--- config.mk ---
export PLATFORM = sky130hd
export DESIGN_NAME = lat_sched
export DESIGN_NICKNAME = d
export VERILOG_FILES = /design/src/rtl/lat_sched_pkg.sv /design/src/rtl/lat_sched_timer.sv /design/src/rtl/lat_sched_align.sv /design/src/rtl/lat_sched.sv
export SDC_FILE = /design/constraint.sdc
export NUM_CORES = 1
export LEC_CHECK = 0
export ABC_AREA = 1
export BUFFER_PORTS_ARGS = -buffer_cell sky130_fd_sc_hd__buf_2
export CORE_UTILIZATION = 30
export DETAILED_ROUTE_END_ITERATION = 12
export MAX_ROUTING_LAYER = met4
export RECOVER_POWER = 25
export SLEW_MARGIN = 10
export SYNTH_ARGS = -nofsm -noshare
export SYNTH_HDL_FRONTEND = slang
export SYNTH_HIERARCHICAL = 1
export SYNTH_SLANG_ARGS = --single-unit
--- constraint.sdc ---
create_clock -name clk -period 7.75 [get_ports clk]
set_input_delay 0.3875 -clock clk [delete_from_list [all_inputs] [get_ports clk]]
set_output_delay 0.3875 -clock clk [all_outputs]
set_load 0.03 [all_outputs]
--- src/rtl/lat_sched_pkg.sv ---
package lat_sched_pkg;
   // Beats moved per controller cycle: two at full rate (DDR), four at half rate.
   function automatic int unsigned beats_per_cycle(input bit half_rate);
      return half_rate ? 4 : 2;
   endfunction

   // Controller cycles needed to move one burst.
   function automatic int unsigned burst_cycles(input int unsigned burst_len, input bit half_rate);
      return burst_len / beats_per_cycle(half_rate);
   endfunction
endpackage

--- src/rtl/lat_sched_timer.sv ---
// Latency timer: one slot per cycle of delay, plus a run counter for the burst.
module lat_sched_timer #(
   parameter int MAXL = 16,
   parameter int RUN  = 2,
   localparam int LW  = $clog2(MAXL + 1),
   localparam int CW  = $clog2(RUN + 1)
) (
   input  logic          clk,
   input  logic          rst_n,
   input  logic          fire,
   input  logic [LW-1:0] lat,
   output logic          start,
   output logic          active,
   output logic          busy
);
   logic [MAXL-1:0] slot_q, slot_d;
   logic [CW-1:0]   run_q;
   logic [LW-1:0]   lat_c;

   // Clamp latency into 1..MAXL.
   always_comb begin
      lat_c = lat;
      if (lat == '0)
         lat_c = LW'(1);
      else if (lat > LW'(MAXL))
         lat_c = LW'(MAXL);
   end

   always_comb begin
      slot_d = slot_q >> 1;
      if (fire)
         slot_d = slot_d | ({{(MAXL-1){1'b0}}, 1'b1} << (lat_c - LW'(1)));
   end

   assign start  = slot_q[0];
   assign active = start | (run_q != '0);
   assign busy   = (slot_q != '0) | (run_q != '0);

   always_ff @(posedge clk) begin
      if (!rst_n) begin
         slot_q <= '0;
         run_q  <= '0;
      end else begin
         slot_q <= slot_d;
         if (start)
            run_q <= CW'(RUN - 1);
         else if (run_q != '0)
            run_q <= run_q - CW'(1);
      end
   end
endmodule

--- src/rtl/lat_sched_align.sv ---
// Read word assembly: pass-through at full rate, half-word realignment at half rate.
module lat_sched_align #(
   parameter int DW        = 16,
   parameter bit HALF_RATE = 1'b1,
   localparam int VW       = HALF_RATE ? 2 : 1,
   localparam int HW       = DW / 2
) (
   input  logic          clk,
   input  logic          rst_n,
   input  logic [VW-1:0] rv,
   input  logic [DW-1:0] rdata,
   output logic          out_v,
   output logic [DW-1:0] out_d
);
   generate
      if (HALF_RATE) begin : g_half
         logic          hold_v;
         logic [HW-1:0] hold_d;
         always_ff @(posedge clk) begin
            if (!rst_n) begin
               hold_v <= 1'b0;
               hold_d <= '0;
               out_v  <= 1'b0;
               out_d  <= '0;
            end else if (hold_v) begin
               out_v <= rv[0];
               if (rv[0])
                  out_d <= {rdata[HW-1:0], hold_d};
               hold_v <= rv[1];
               if (rv[1])
                  hold_d <= rdata[DW-1:HW];
            end else begin
               out_v  <= (rv == 2'b11);
               if (rv == 2'b11)
                  out_d <= rdata;
               hold_v <= (rv == 2'b10);
               if (rv == 2'b10)
                  hold_d <= rdata[DW-1:HW];
            end
         end
      end else begin : g_full
         always_ff @(posedge clk) begin
            if (!rst_n) begin
               out_v <= 1'b0;
               out_d <= '0;
            end else begin
               out_v <= rv[0];
               if (rv[0])
                  out_d <= rdata;
            end
         end
      end
   endgenerate
endmodule

--- src/rtl/lat_sched.sv ---
module lat_sched #(
   parameter bit HALF_RATE = 1'b1,
   parameter int DW        = 16,
   parameter int BURST_LEN = 8,
   parameter int MAX_WLAT  = 16,
   parameter int MAX_RLAT  = 16,
   localparam int VW       = HALF_RATE ? 2 : 1,
   localparam int WLW      = $clog2(MAX_WLAT + 1),
   localparam int RLW      = $clog2(MAX_RLAT + 1)
) (
   input  logic           clk,
   input  logic           rst_n,
   input  logic           wr_cmd,
   input  logic           rd_cmd,
   input  logic [WLW-1:0] wlat_in,
   input  logic [RLW-1:0] rlat_in,
   input  logic [VW-1:0]  phy_rvalid,
   input  logic [DW-1:0]  phy_rdata,
   output logic           dqs_burst_en,
   output logic           wdata_valid,
   output logic           rdata_valid,
   output logic [DW-1:0]  rdata_out,
   output logic           lat_err,
   output logic           proto_err
);
   import lat_sched_pkg::*;

   localparam int BEATS = int'(burst_cycles(BURST_LEN, HALF_RATE));
   localparam int RWIN  = BEATS + (HALF_RATE ? 1 : 0);

   generate
      if (BURST_LEN % int'(beats_per_cycle(HALF_RATE)) != 0) begin : g_bad_bl
         $error("lat_sched: BURST_LEN must fill whole controller cycles");
      end
      if (DW % 2 != 0) begin : g_bad_dw
         $error("lat_sched: DW must be even");
      end
      if (MAX_WLAT < 2 || MAX_RLAT < 2) begin : g_bad_lat
         $error("lat_sched: latency ranges must be at least 2");
      end
   endgenerate

   logic           w_active, w_busy, w_start_unused;
   logic           r_start, r_active, r_busy;
   logic           idle;
   logic [WLW-1:0] wlat_q, wlat_eff;
   logic [RLW-1:0] rlat_q, rlat_eff;
   logic           rv_any;

   assign idle     = !w_busy && !r_busy;
   assign wlat_eff = idle ? wlat_in : wlat_q;
   assign rlat_eff = idle ? rlat_in : rlat_q;
   assign rv_any   = |phy_rvalid;

   lat_sched_timer #(.MAXL(MAX_WLAT), .RUN(BEATS)) u_wr_tmr (
      .clk    (clk),
      .rst_n  (rst_n),
      .fire   (wr_cmd),
      .lat    (wlat_eff),
      .start  (w_start_unused),
      .active (w_active),
      .busy   (w_busy)
   );

   lat_sched_timer #(.MAXL(MAX_RLAT), .RUN(RWIN)) u_rd_tmr (
      .clk    (clk),
      .rst_n  (rst_n),
      .fire   (rd_cmd),
      .lat    (rlat_eff),
      .start  (r_start),
      .active (r_active),
      .busy   (r_busy)
   );

   lat_sched_align #(.DW(DW), .HALF_RATE(HALF_RATE)) u_align (
      .clk   (clk),
      .rst_n (rst_n),
      .rv    (phy_rvalid),
      .rdata (phy_rdata),
      .out_v (rdata_valid),
      .out_d (rdata_out)
   );

   assign dqs_burst_en = w_active;
   assign wdata_valid  = w_active;

   always_ff @(posedge clk) begin
      if (!rst_n) begin
         wlat_q    <= '0;
         rlat_q    <= '0;
         lat_err   <= 1'b0;
         proto_err <= 1'b0;
      end else begin
         if (idle) begin
            wlat_q <= wlat_in;
            rlat_q <= rlat_in;
         end else if (wlat_in != wlat_q || rlat_in != rlat_q) begin
            lat_err <= 1'b1;
         end
         if ((rv_any && !r_active) || (r_start && !rv_any))
            proto_err <= 1'b1;
      end
   end
endmodule

==> results.txt, run 1 <==
* Count of flip-flops with a built-in enable after synthesis: 0
- The final max-slew violation count is 34.
* CTS Hold Bufs: 0
- Vias in the first global route: 3161
* Min-delay src: phy_rdata[2]
- After legalization and detailed placement, the total HPWL measured 5880 um.
- Worst-margin pin slew: about 1.7 ns
- Number of placement rows: 40
- Highest attainable clock frequency: 278 MHz
- For the worst flop-to-flop path, the logic depth is 19.
- Across the whole layout, storage elements account for 1480 um2.
- Required time reported for the critical path endpoint: around 8 ns
- In this run the critical register-to-register path is captured at u_wr_tmr/slot_q[1]$_SDFF_PN0_.
- Counting the buffers created by CTS gives 9.
- Entering global routing, the biggest net connects 34 pins.
- Along the worst hold path, the cell count comes to 5.
* Yosys cell types: 31
* Yosys top cell area share: roughly two fifths
- The run finished, with violations left.
- After routing the design area is 4410 um2.
- Full die area: ~13000 um2
- STA classifies the critical path startpoint as a flop.
- Across all register-to-register paths, the minimum setup slack is 4.15 ns.
- Ant. Diodes: 0
- DRT Wirelength: 8030 um
- In this run the tightest slew margin relative to its limit is -10.9%.
- Counting every sink on the clock net gives 74.
- Synthesis produced a netlist whose cell count is about 560.
- At the end of routability-driven placement, the weighted congestion stood at 0.907.
* Warnings, synthesis: 6
* Final setup viols: 0
- In the synthesized netlist the dominant register cell turns out to be sky130_fd_sc_hd__dfxtp_1.
* Antenna viol nets, final: 0
* Start-to-end type of the worst setup path: flop to flop
* Placeable core area: 12200 um2
- Pre-CTS setup slack: approximately 4.2 ns
- In the post-synthesis netlist, the biggest area contributors are sky130_fd_sc_hd__dfxtp_1 (39%), sky130_fd_sc_hd__nand2_1 (13%), sky130_fd_sc_hd__inv_1 (9.6%), sky130_fd_sc_hd__nor2_1 (8.9%), sky130_fd_sc_hd__nand4_1 (3.1%).
* Maximum capacitance violations: 1
- Final cycle utilization of the critical path: 46.5%
- The routed design could run at a clock period as short as 3.60 ns.
- Initial standard-cell utilization of the core: between 30 and 40%
* Net Count, Synth: 593
- The share of the Yosys chip area taken by registers is 39.0%.
- Total overflow reported by the global router: 0
- 53 I/O pins were placed.
- Post-CTS resize count: 0
- Filler Cells Inserted: 1294
- Per-cell routed wire length: 10.4 um
* Share of flip-flops with an asynchronous set or reset: 0%
* First-pass GRT wire length: 14200 um
* Worst skew pair latency: 0.33 ns
* Post-layout nets: 636
* Die X: about 110 um
- From synthesis to final layout, the design area changed by 16.1%.
* Data arrival, critical path: 3.85 ns
- sky130_fd_sc_hd__nand2_1 is the most common cell in the netlist.
- Hold Path Sink: u_align/out_d[2]$_SDFFE_PN0P_
* Htree depth: 3
- HP Class: input pin to flop
* Synthesized area: 3800 um2
- Failing checks: max-capacitance violations, max-slew violations
- For this block, the initial DRC count from the detailed router was 231.
- The number of antenna violations at the first check in global routing was 0.
* Instance area at placement: 4130 um2
- Clock tree buffer depth: 2
- In this run the vertical extent of the chip is 115 um.
* Clock-pin transition on the worst setup and hold timing paths: 0.06 ns
* IO Port Bufs: 52
* Post-detailed-route via-to-cell ratio: 4.30
- Global routing used between 10 and 15% of the available tracks.
* Post-Synthesis Mean Instance Area: a little under 7 um2
* Router iterations before antenna repair: 4
* Multi-input gate area in the final layout: 1790 um2
- In the final timing run, aggregate negative setup slack is 0 ns.
* Largest area contributor in the synthesized netlist: sky130_fd_sc_hd__dfxtp_1
- Flip-flop and latch count after synthesis: 74
- Setup slack after layout: slightly above 4 ns
* Setup repair after global routing missed its margin: false
* Top cells by instance count after synthesis: sky130_fd_sc_hd__nand2_1 (127), sky130_fd_sc_hd__inv_1 (97), sky130_fd_sc_hd__nor2_1 (90), sky130_fd_sc_hd__dfxtp_1 (74), sky130_fd_sc_hd__o21ai_0 (23)
* Clock tree root driver cell: sky130_fd_sc_hd__clkbuf_16
- For this run, design rule violations remaining after detail routing come to 0.
- Crit path max fanout: 21
- CP Capture Type: flop
- The startpoint identified for the worst register-to-register timing path is u_wr_tmr/run_q[0]$_SDFFE_PN0P_.
* Number of vias after detailed routing: 3318
- In this run the post-CTS setup repair buffer count came out at 0.
- The count of final hold-check violations came to 0.
- Clock tree skew after final layout: 0.00516 ns
- CTS tree: built
* Fraction of final layout cells sized beyond drive strength 1: roughly 16%
- Hold is met by a little under 0.4 ns.
## logic make-up after synthesis
| logic type | count (synthesis) | share of synthesized area [%] |
|---|---|---|
| fa+ha+maj | 5 | 1.65 |
| compound gates | 63 | 10.7 |
| simple gates | 291 | 34.7 |
| flops | 74 | 39.0 |
| buf+inv | 123 | 13.9 |
## cell usage in the layout (no fill, tap or decap)
master,instances
sky130_fd_sc_hd__a2111oi_0,1
sky130_fd_sc_hd__or2_2,1
sky130_fd_sc_hd__nand2_1,127
sky130_fd_sc_hd__bufinv_16,1
sky130_fd_sc_hd__a21oi_1,21
sky130_fd_sc_hd__nor4_1,5
sky130_fd_sc_hd__dfxtp_1,74
sky130_fd_sc_hd__clkbuf_8,2
sky130_fd_sc_hd__nand3_2,8
sky130_fd_sc_hd__clkbuf_1,21
sky130_fd_sc_hd__o21ai_1,2
sky130_fd_sc_hd__o21bai_1,1
sky130_fd_sc_hd__clkinv_2,1
sky130_fd_sc_hd__clkinvlp_4,2
sky130_fd_sc_hd__a21oi_2,8
sky130_fd_sc_hd__nand2_4,4
sky130_fd_sc_hd__inv_2,4
sky130_fd_sc_hd__nand2_2,10
sky130_fd_sc_hd__ha_1,5
sky130_fd_sc_hd__o21ai_4,1
sky130_fd_sc_hd__nor2_2,5
sky130_fd_sc_hd__buf_2,32
sky130_fd_sc_hd__nand2_8,1
sky130_fd_sc_hd__o22ai_2,6
sky130_fd_sc_hd__o21ai_0,23
sky130_fd_sc_hd__nor2_1,90
sky130_fd_sc_hd__nand3_1,17
sky130_fd_sc_hd__clkbuf_16,9
sky130_fd_sc_hd__inv_4,1
sky130_fd_sc_hd__nand4_1,19
sky130_fd_sc_hd__nand3b_1,2
sky130_fd_sc_hd__inv_1,98
sky130_fd_sc_hd__nor3_1,2
## through the flow
step | instances | util (%)
final | 772 | 36.3
after global routing | 772 | 36.3
after CTS | 772 | 36.5
after detailed placement | 756 | 34.0
after global placement | 756 | 34.0
after floorplan | 556 | -
## layout make-up
class	count	area share, %
Inverter	103	8.82
Timing Repair Buffer	52	5.33
Clock buffer	12	5.81
Tap cell	168	4.76
Clock inverter	4	1.13
Multi-Input combinational cell	359	40.6
Sequential cell	74	33.6
## per-layer routing
layer	vias to the layer above	GRT usage (%)	share of wire, %
li1	1799	-	-
met1	1440	17.2	50
met2	70	22.0	44
met3	9	2.91	4.5
met4	0	6.49	1.7
met5	-	-	0
## worst max-delay path, stage by stage (launching register included)
cell	delay (ns)
sky130_fd_sc_hd__dfxtp_1	0.31
sky130_fd_sc_hd__inv_1	0.07
sky130_fd_sc_hd__ha_1	0.16
sky130_fd_sc_hd__inv_1	0.07
sky130_fd_sc_hd__or2_2	0.29
sky130_fd_sc_hd__nor2_1	0.11
sky130_fd_sc_hd__nand4_1	0.12
sky130_fd_sc_hd__nor2_2	0.55
sky130_fd_sc_hd__nand2_1	0.09
sky130_fd_sc_hd__o21ai_0	0.12
sky130_fd_sc_hd__inv_1	0.12
sky130_fd_sc_hd__inv_2	0.23
sky130_fd_sc_hd__nand3_1	0.17
sky130_fd_sc_hd__nand2_2	0.12
sky130_fd_sc_hd__a21oi_1	0.07
sky130_fd_sc_hd__ha_1	0.37
sky130_fd_sc_hd__inv_1	0.10
sky130_fd_sc_hd__nor2_1	0.19
sky130_fd_sc_hd__nand4_1	0.12
sky130_fd_sc_hd__a21oi_1	0.13
## worst max-delay path by stage
stage	start	end	slack, ns	depth (start not counted)
2_1_floorplan	u_wr_tmr/run_q[0]$_SDFFE_PN0P_	u_wr_tmr/slot_q[2]$_SDFF_PN0_	4.80	21
4_1_cts	u_wr_tmr/run_q[0]$_SDFFE_PN0P_	u_wr_tmr/slot_q[1]$_SDFF_PN0_	4.16	19
6_report	u_wr_tmr/run_q[0]$_SDFFE_PN0P_	u_wr_tmr/slot_q[1]$_SDFF_PN0_	4.15	19
5_1_grt	u_wr_tmr/run_q[0]$_SDFFE_PN0P_	u_wr_tmr/slot_q[2]$_SDFF_PN0_	3.68	19
3_3_place_gp	u_wr_tmr/run_q[0]$_SDFFE_PN0P_	u_wr_tmr/slot_q[1]$_SDFF_PN0_	4.27	19
3_5_place_dp	u_wr_tmr/run_q[0]$_SDFFE_PN0P_	u_wr_tmr/slot_q[1]$_SDFF_PN0_	4.19	19
## registers in the layout (all words and copies together) (netlist names)
name and flops:
proto_err 1, rlat_q 5, u_rd_tmr/slot_q 16, u_wr_tmr/run_q 2
lat_err 1, u_wr_tmr/slot_q 16, u_align/g_half.hold_d 8, u_rd_tmr/run_q 2
wlat_q 5, u_align/g_half.hold_v 1, u_align/out_d 16, u_align/out_v 1
Power of run 1 is left out: the tool's default activity adds up to more than one toggle a clock period on the data nets, which glitch-free logic cannot reach.
==> run 2, diff against run 1 <==
ABC_AREA = 0   (was 1)
clock period = 3.8 ns   (was 7.75 ns; I/O delays follow)
==> run 2 against run 1 <==
Net effect:
- the run still ends with max-capacitance violations, max-slew violations left
- register-to-register slack got worse by 3.8 ns
- cell count is 32% lower
- global-route usage is 0.49 points lower
- maximum frequency up 4.1%
- critical path depth fell by 9
- die area is 13% lower
- core utilization increased by 0.24 points
- flip-flop and latch count did not move
- routed wire length is 12% lower
==> results.txt, run 2 <==
- Clock tree skew after final layout: 0.0121 ns (+0.00694 ns)
- The min-delay analysis places its worst path in the category input pin to flop.
* Initial antenna violation count: 0 (unchanged)
* Setup repair after global routing missed its margin: false
- R2R Path Start: u_wr_tmr/slot_q[13]$_SDFF_PN0_
- Among all cell types in the netlist, the one instantiated most often is sky130_fd_sc_hd__dfxtp_1.
- Top FF cell, synth: sky130_fd_sc_hd__dfxtp_1
* IO Port Bufs: 52 (unchanged)
- Post-Synthesis Mean Instance Area: 9.80 um2 (+43%)
- In this run the power spent charging and discharging nets is 0.00150 W.
- The maximum net fanout on the critical path was 10 (-52%).
- The run finished, with violations left.
* Internal portion of total power: 0.00209 W
- Start-to-end type of the worst setup path: flop to flop
- The achievable clock frequency is 289 MHz (+4.1%).
- Kind of start point of the critical path: flop
- Setup TNS Final: 0 ns (unchanged)
- The y dimension of the die came to 107 um (-6.5%).
- The total overflow reported by the global router is 0 (unchanged).
- The antenna diode instance count came to 0 (unchanged).
* Die X: 107 um (-6.5%)
- The number of unique standard cell types used by synthesis was 48 (+55%).
* Pre-CTS setup slack: 0.377 ns (-3.81 ns)
- The total number of yosys warnings came to 6 (unchanged).
- The endpoint identified for the worst register-to-register timing path is u_rd_tmr/slot_q[13]$_SDFF_PN0_.
* Setup slack after layout: 0.340 ns (-3.81 ns)
- Maximum capacitance violations: 1 (unchanged)
- Largest registers ranked by flip-flop count: u_align/out_d (16), u_rd_tmr/slot_q (16), u_wr_tmr/slot_q (16)
- Post-CTS resize count: 0 (unchanged)
- Most frequent standard cell in the layout excluding fill and tap cells: sky130_fd_sc_hd__dfxtp_1
- The final RePlAce weighted congestion is 0.896 (-1.3%).
* Top cells by instance count after synthesis: sky130_fd_sc_hd__dfxtp_1 (74), sky130_fd_sc_hd__nand2_1 (51), sky130_fd_sc_hd__mux2i_1 (24), sky130_fd_sc_hd__o211a_1 (16), sky130_fd_sc_hd__o21a_1 (15)
* Hold Path Sink: u_align/g_half.hold_d[5]$_SDFFE_PN0P_
- The number of vias per cell after detailed routing is 4.87 (+13%).
* Pwr per Cell Area: just over 900 nW/um2
- The post-CTS setup repair buffer count is 0 (unchanged).
* Full die area: 11500 um2 (-13%)
- Required time reported for the critical path endpoint: 4.06 ns (-3.94 ns)
- The number of setup violations in the final report came to 0 (unchanged).
- Fraction of power consumed by combinational cells: a little over half
- The share of the synthesized area in the top cell type is 44.7% (+5.7 points).
* Instance area at placement: 3630 um2 (-12%)
- Router iterations before antenna repair: 4 (unchanged)
- The checks that failed: max-capacitance violations, max-slew violations.
- The first-iteration detailed-routing DRC count is 109 (-53%).
- Flip-flop and latch count after synthesis: 74 (unchanged)
- Antenna viol nets, final: 0 (unchanged)
- The count of final hold-check violations came to 0 (unchanged).
- Switching power as a share of total power: 41.8%
- CTS Hold Bufs: 0 (unchanged)
- The row count was 37 (-7.5%).
* Min-delay src: phy_rdata[13]
- Post-layout nets: 422 (-34%)
- Number of buffers created by CTS: 9 (unchanged)
- Clock-pin transition on the worst setup and hold timing paths: 0.08 ns (+0.02 ns)
- The share of post-route cells with drive strength above 1 is 19.2% (+3.3 points).
- First-pass GRT wire length: 11800 um (-17%)
- The number of nets produced by synthesis came to 375 (-37%).
- The number of top-level pins is 53 (unchanged).
- Worst-case vdd ir drop: 0.658 mV
- Share of flip-flops with an asynchronous set or reset: 0% (unchanged)
* CTS tree: built
- The number of enable flip-flop cells after synthesis came to 0 (unchanged).
- Cell leakage power: 1.67 nW
* Placeable core area: 10500 um2 (-14%)
- Largest cells by area after synthesis: sky130_fd_sc_hd__dfxtp_1 (45%), sky130_fd_sc_hd__mux2i_1 (7.3%), sky130_fd_sc_hd__nand2_1 (5.8%), sky130_fd_sc_hd__o211a_1 (4.8%), sky130_fd_sc_hd__mux2_2 (3.4%)
- The final cell count without fillers was 526 (-32%).
- Largest area contributor in the synthesized netlist: sky130_fd_sc_hd__dfxtp_1
* Number of clock sinks: 74 (unchanged)
- Data arrival, critical path: 3.72 ns (-0.13 ns)
* Clock network fraction of total power: 19.9%
* Worst hold path stage count: 3 (-2)
- Seq/Total Area, Yosys: 44.7% (+5.7 points)
- Commonest cells after routing, fill and taps aside: sky130_fd_sc_hd__dfxtp_1 (74), sky130_fd_sc_hd__nand2_1 (51), sky130_fd_sc_hd__buf_2 (32)
- The number of global-route vias before repair is 2506 (-21%).
- The post-synthesis instance area was 3310 um2 (-13%).
- Per report_power, the sequential group accounts for 27.6% of the total.
* Number of vias after detailed routing: 2564 (-23%)
- Cells after DPL: 510 (-33%)
- Remaining max-slew budget at the tightest pin: -10.9% (-0.036 points)
* Worst Reg-to-Reg Cells: 10 (-9)
- R2R setup slack: 0.34 ns (-3.81 ns)
* Maximum number of pins on one net before global-route repair: 47 (+38%)
- The number of remaining DRC errors is 0 (unchanged).
- Final HPWL DP: 5040 um (-14%)
- Final design area excluding fillers: 3840 um2 (-13%)
* Max-slew violation count: 44 (+29%)
- Worst skew pair latency: 0.34 ns (about the same)
- The transition time at the pin with the least slew margin is 1.66 ns (+0.000535 ns).
- CP Capture Type: flop
- Aggregate global-route resource usage: 13.5% (-0.49 points)
- Layout overhead on the synthesized area: 15.9%
- The number of levels the H-tree was split into was 3 (unchanged).
* Post-layout min period: 3.46 ns (-0.143 ns)
- Per-cell routed wire length: 13.5 um (+29%)
- CTS placed an instance of sky130_fd_sc_hd__clkbuf_8 at the clock tree root.
- Post-Syn Instances: 338 (-39%)
- The final cycle utilization of the critical path came to 91.0% (+45 points).
* Clock tree buffer depth: 2 (unchanged)
* DRT Wirelength: 7080 um (-12%)
- Initial standard-cell utilization of the core: 31.5% (+0.27 points)
[run 2: cell count changes in the layout (fill, tap and decap cells not counted), moves of 13 or more]
cell / change
sky130_fd_sc_hd__nor2_1: -76
sky130_fd_sc_hd__mux2i_1: +24
sky130_fd_sc_hd__a21oi_1: -19
sky130_fd_sc_hd__o211a_1: +16
sky130_fd_sc_hd__nand2_1: -76
sky130_fd_sc_hd__nand4_1: -17
sky130_fd_sc_hd__nand3_1: -13
sky130_fd_sc_hd__inv_1: -89
sky130_fd_sc_hd__o21a_1: +15
sky130_fd_sc_hd__o21ai_0: -18
[run 2: per-layer routing]
| metal | vias to the layer above | GRT usage (%) | wire length (um) |
|---|---|---|---|
| li1 | 1292 | - | - |
| met1 | 1227 | 16.3 | 3490 |
| met2 | 41 | 21.9 | 3340 |
| met3 | 4 | 4.50 | 207 |
| met4 | 0 | 2.94 | 48 |
| met5 | - | - | 0 |
[run 2: layout make-up]
cell class | instances | area, um2
repair buffers | 54 | 248
multi-input cells | 237 | 1670
flip-flops and latches | 74 | 1480
clock inverters | 6 | 105
fillers | 1065 | 6670
clock buffers | 10 | 128
well taps | 136 | 170
inverters | 9 | 33.8
[run 2: worst max path at each step]
stage                                endpoint  cells past startpoint                           start
6_report       u_rd_tmr/slot_q[13]$_SDFF_PN0_                     10  u_wr_tmr/slot_q[13]$_SDFF_PN0_
3_5_place_dp   u_rd_tmr/slot_q[13]$_SDFF_PN0_                     10  u_wr_tmr/slot_q[13]$_SDFF_PN0_
5_1_grt        u_rd_tmr/slot_q[13]$_SDFF_PN0_                     10   u_rd_tmr/slot_q[6]$_SDFF_PN0_
3_3_place_gp   u_rd_tmr/slot_q[13]$_SDFF_PN0_                     10   u_rd_tmr/slot_q[6]$_SDFF_PN0_
4_1_cts        u_rd_tmr/slot_q[13]$_SDFF_PN0_                     10  u_wr_tmr/slot_q[13]$_SDFF_PN0_
2_1_floorplan  u_rd_tmr/slot_q[13]$_SDFF_PN0_                     13  u_wr_tmr/run_q[0]$_SDFFE_PN0P_
[run 2: cells by family (layout without fill, tap and decap cells)]
kind of cell,count (synthesis),count (layout),share of synthesized area (%)
xor gates and xnor gates,11,11,2.91
adders and majority gates,5,5,1.89
DFF,74,74,44.7
AOI/OAI and AO/OA,65,65,15.9
buffers and inverters,27,79,4.76
muxes,34,34,10.7
and+or+nand+nor,122,122,19.2
[run 2: critical path, stage by stage, from the launching register on]
cell,delay [ns]
sky130_fd_sc_hd__dfxtp_1,0.32
sky130_fd_sc_hd__or4_1,0.52
sky130_fd_sc_hd__nor2_1,0.12
sky130_fd_sc_hd__nand4_1,0.21
sky130_fd_sc_hd__nor2_4,0.34
sky130_fd_sc_hd__mux2_2,0.46
sky130_fd_sc_hd__o31ai_1,0.36
sky130_fd_sc_hd__ha_1,0.35
sky130_fd_sc_hd__nand3b_1,0.23
sky130_fd_sc_hd__or3_1,0.36
sky130_fd_sc_hd__o21ai_1,0.12
[run 2: power groups by stage]
stage          registers [W]  clock network, W  logic, W
2_1_floorplan        0.00103                 0   0.00148
3_3_place_gp         0.00100                 0   0.00183
3_5_place_dp         0.00101                 0   0.00187
4_1_cts             0.000990          0.000741   0.00188
5_1_grt              0.00101          0.000778   0.00208
6_report            0.000990          0.000712   0.00188
[run 2: per-stage QoR]
step	utilization, %	power, W	hold WS [ns]
5_1_grt	36.5	0.00386	0.0878
6_report	36.5	0.00358	0.107
3_5_place_dp	34.6	0.00288	0.443
2_1_floorplan	-	0.00250	0.312
4_1_cts	36.8	0.00361	0.0819
3_3_place_gp	34.6	0.00283	0.424
Note: power is estimated with default switching activity, not from simulation.
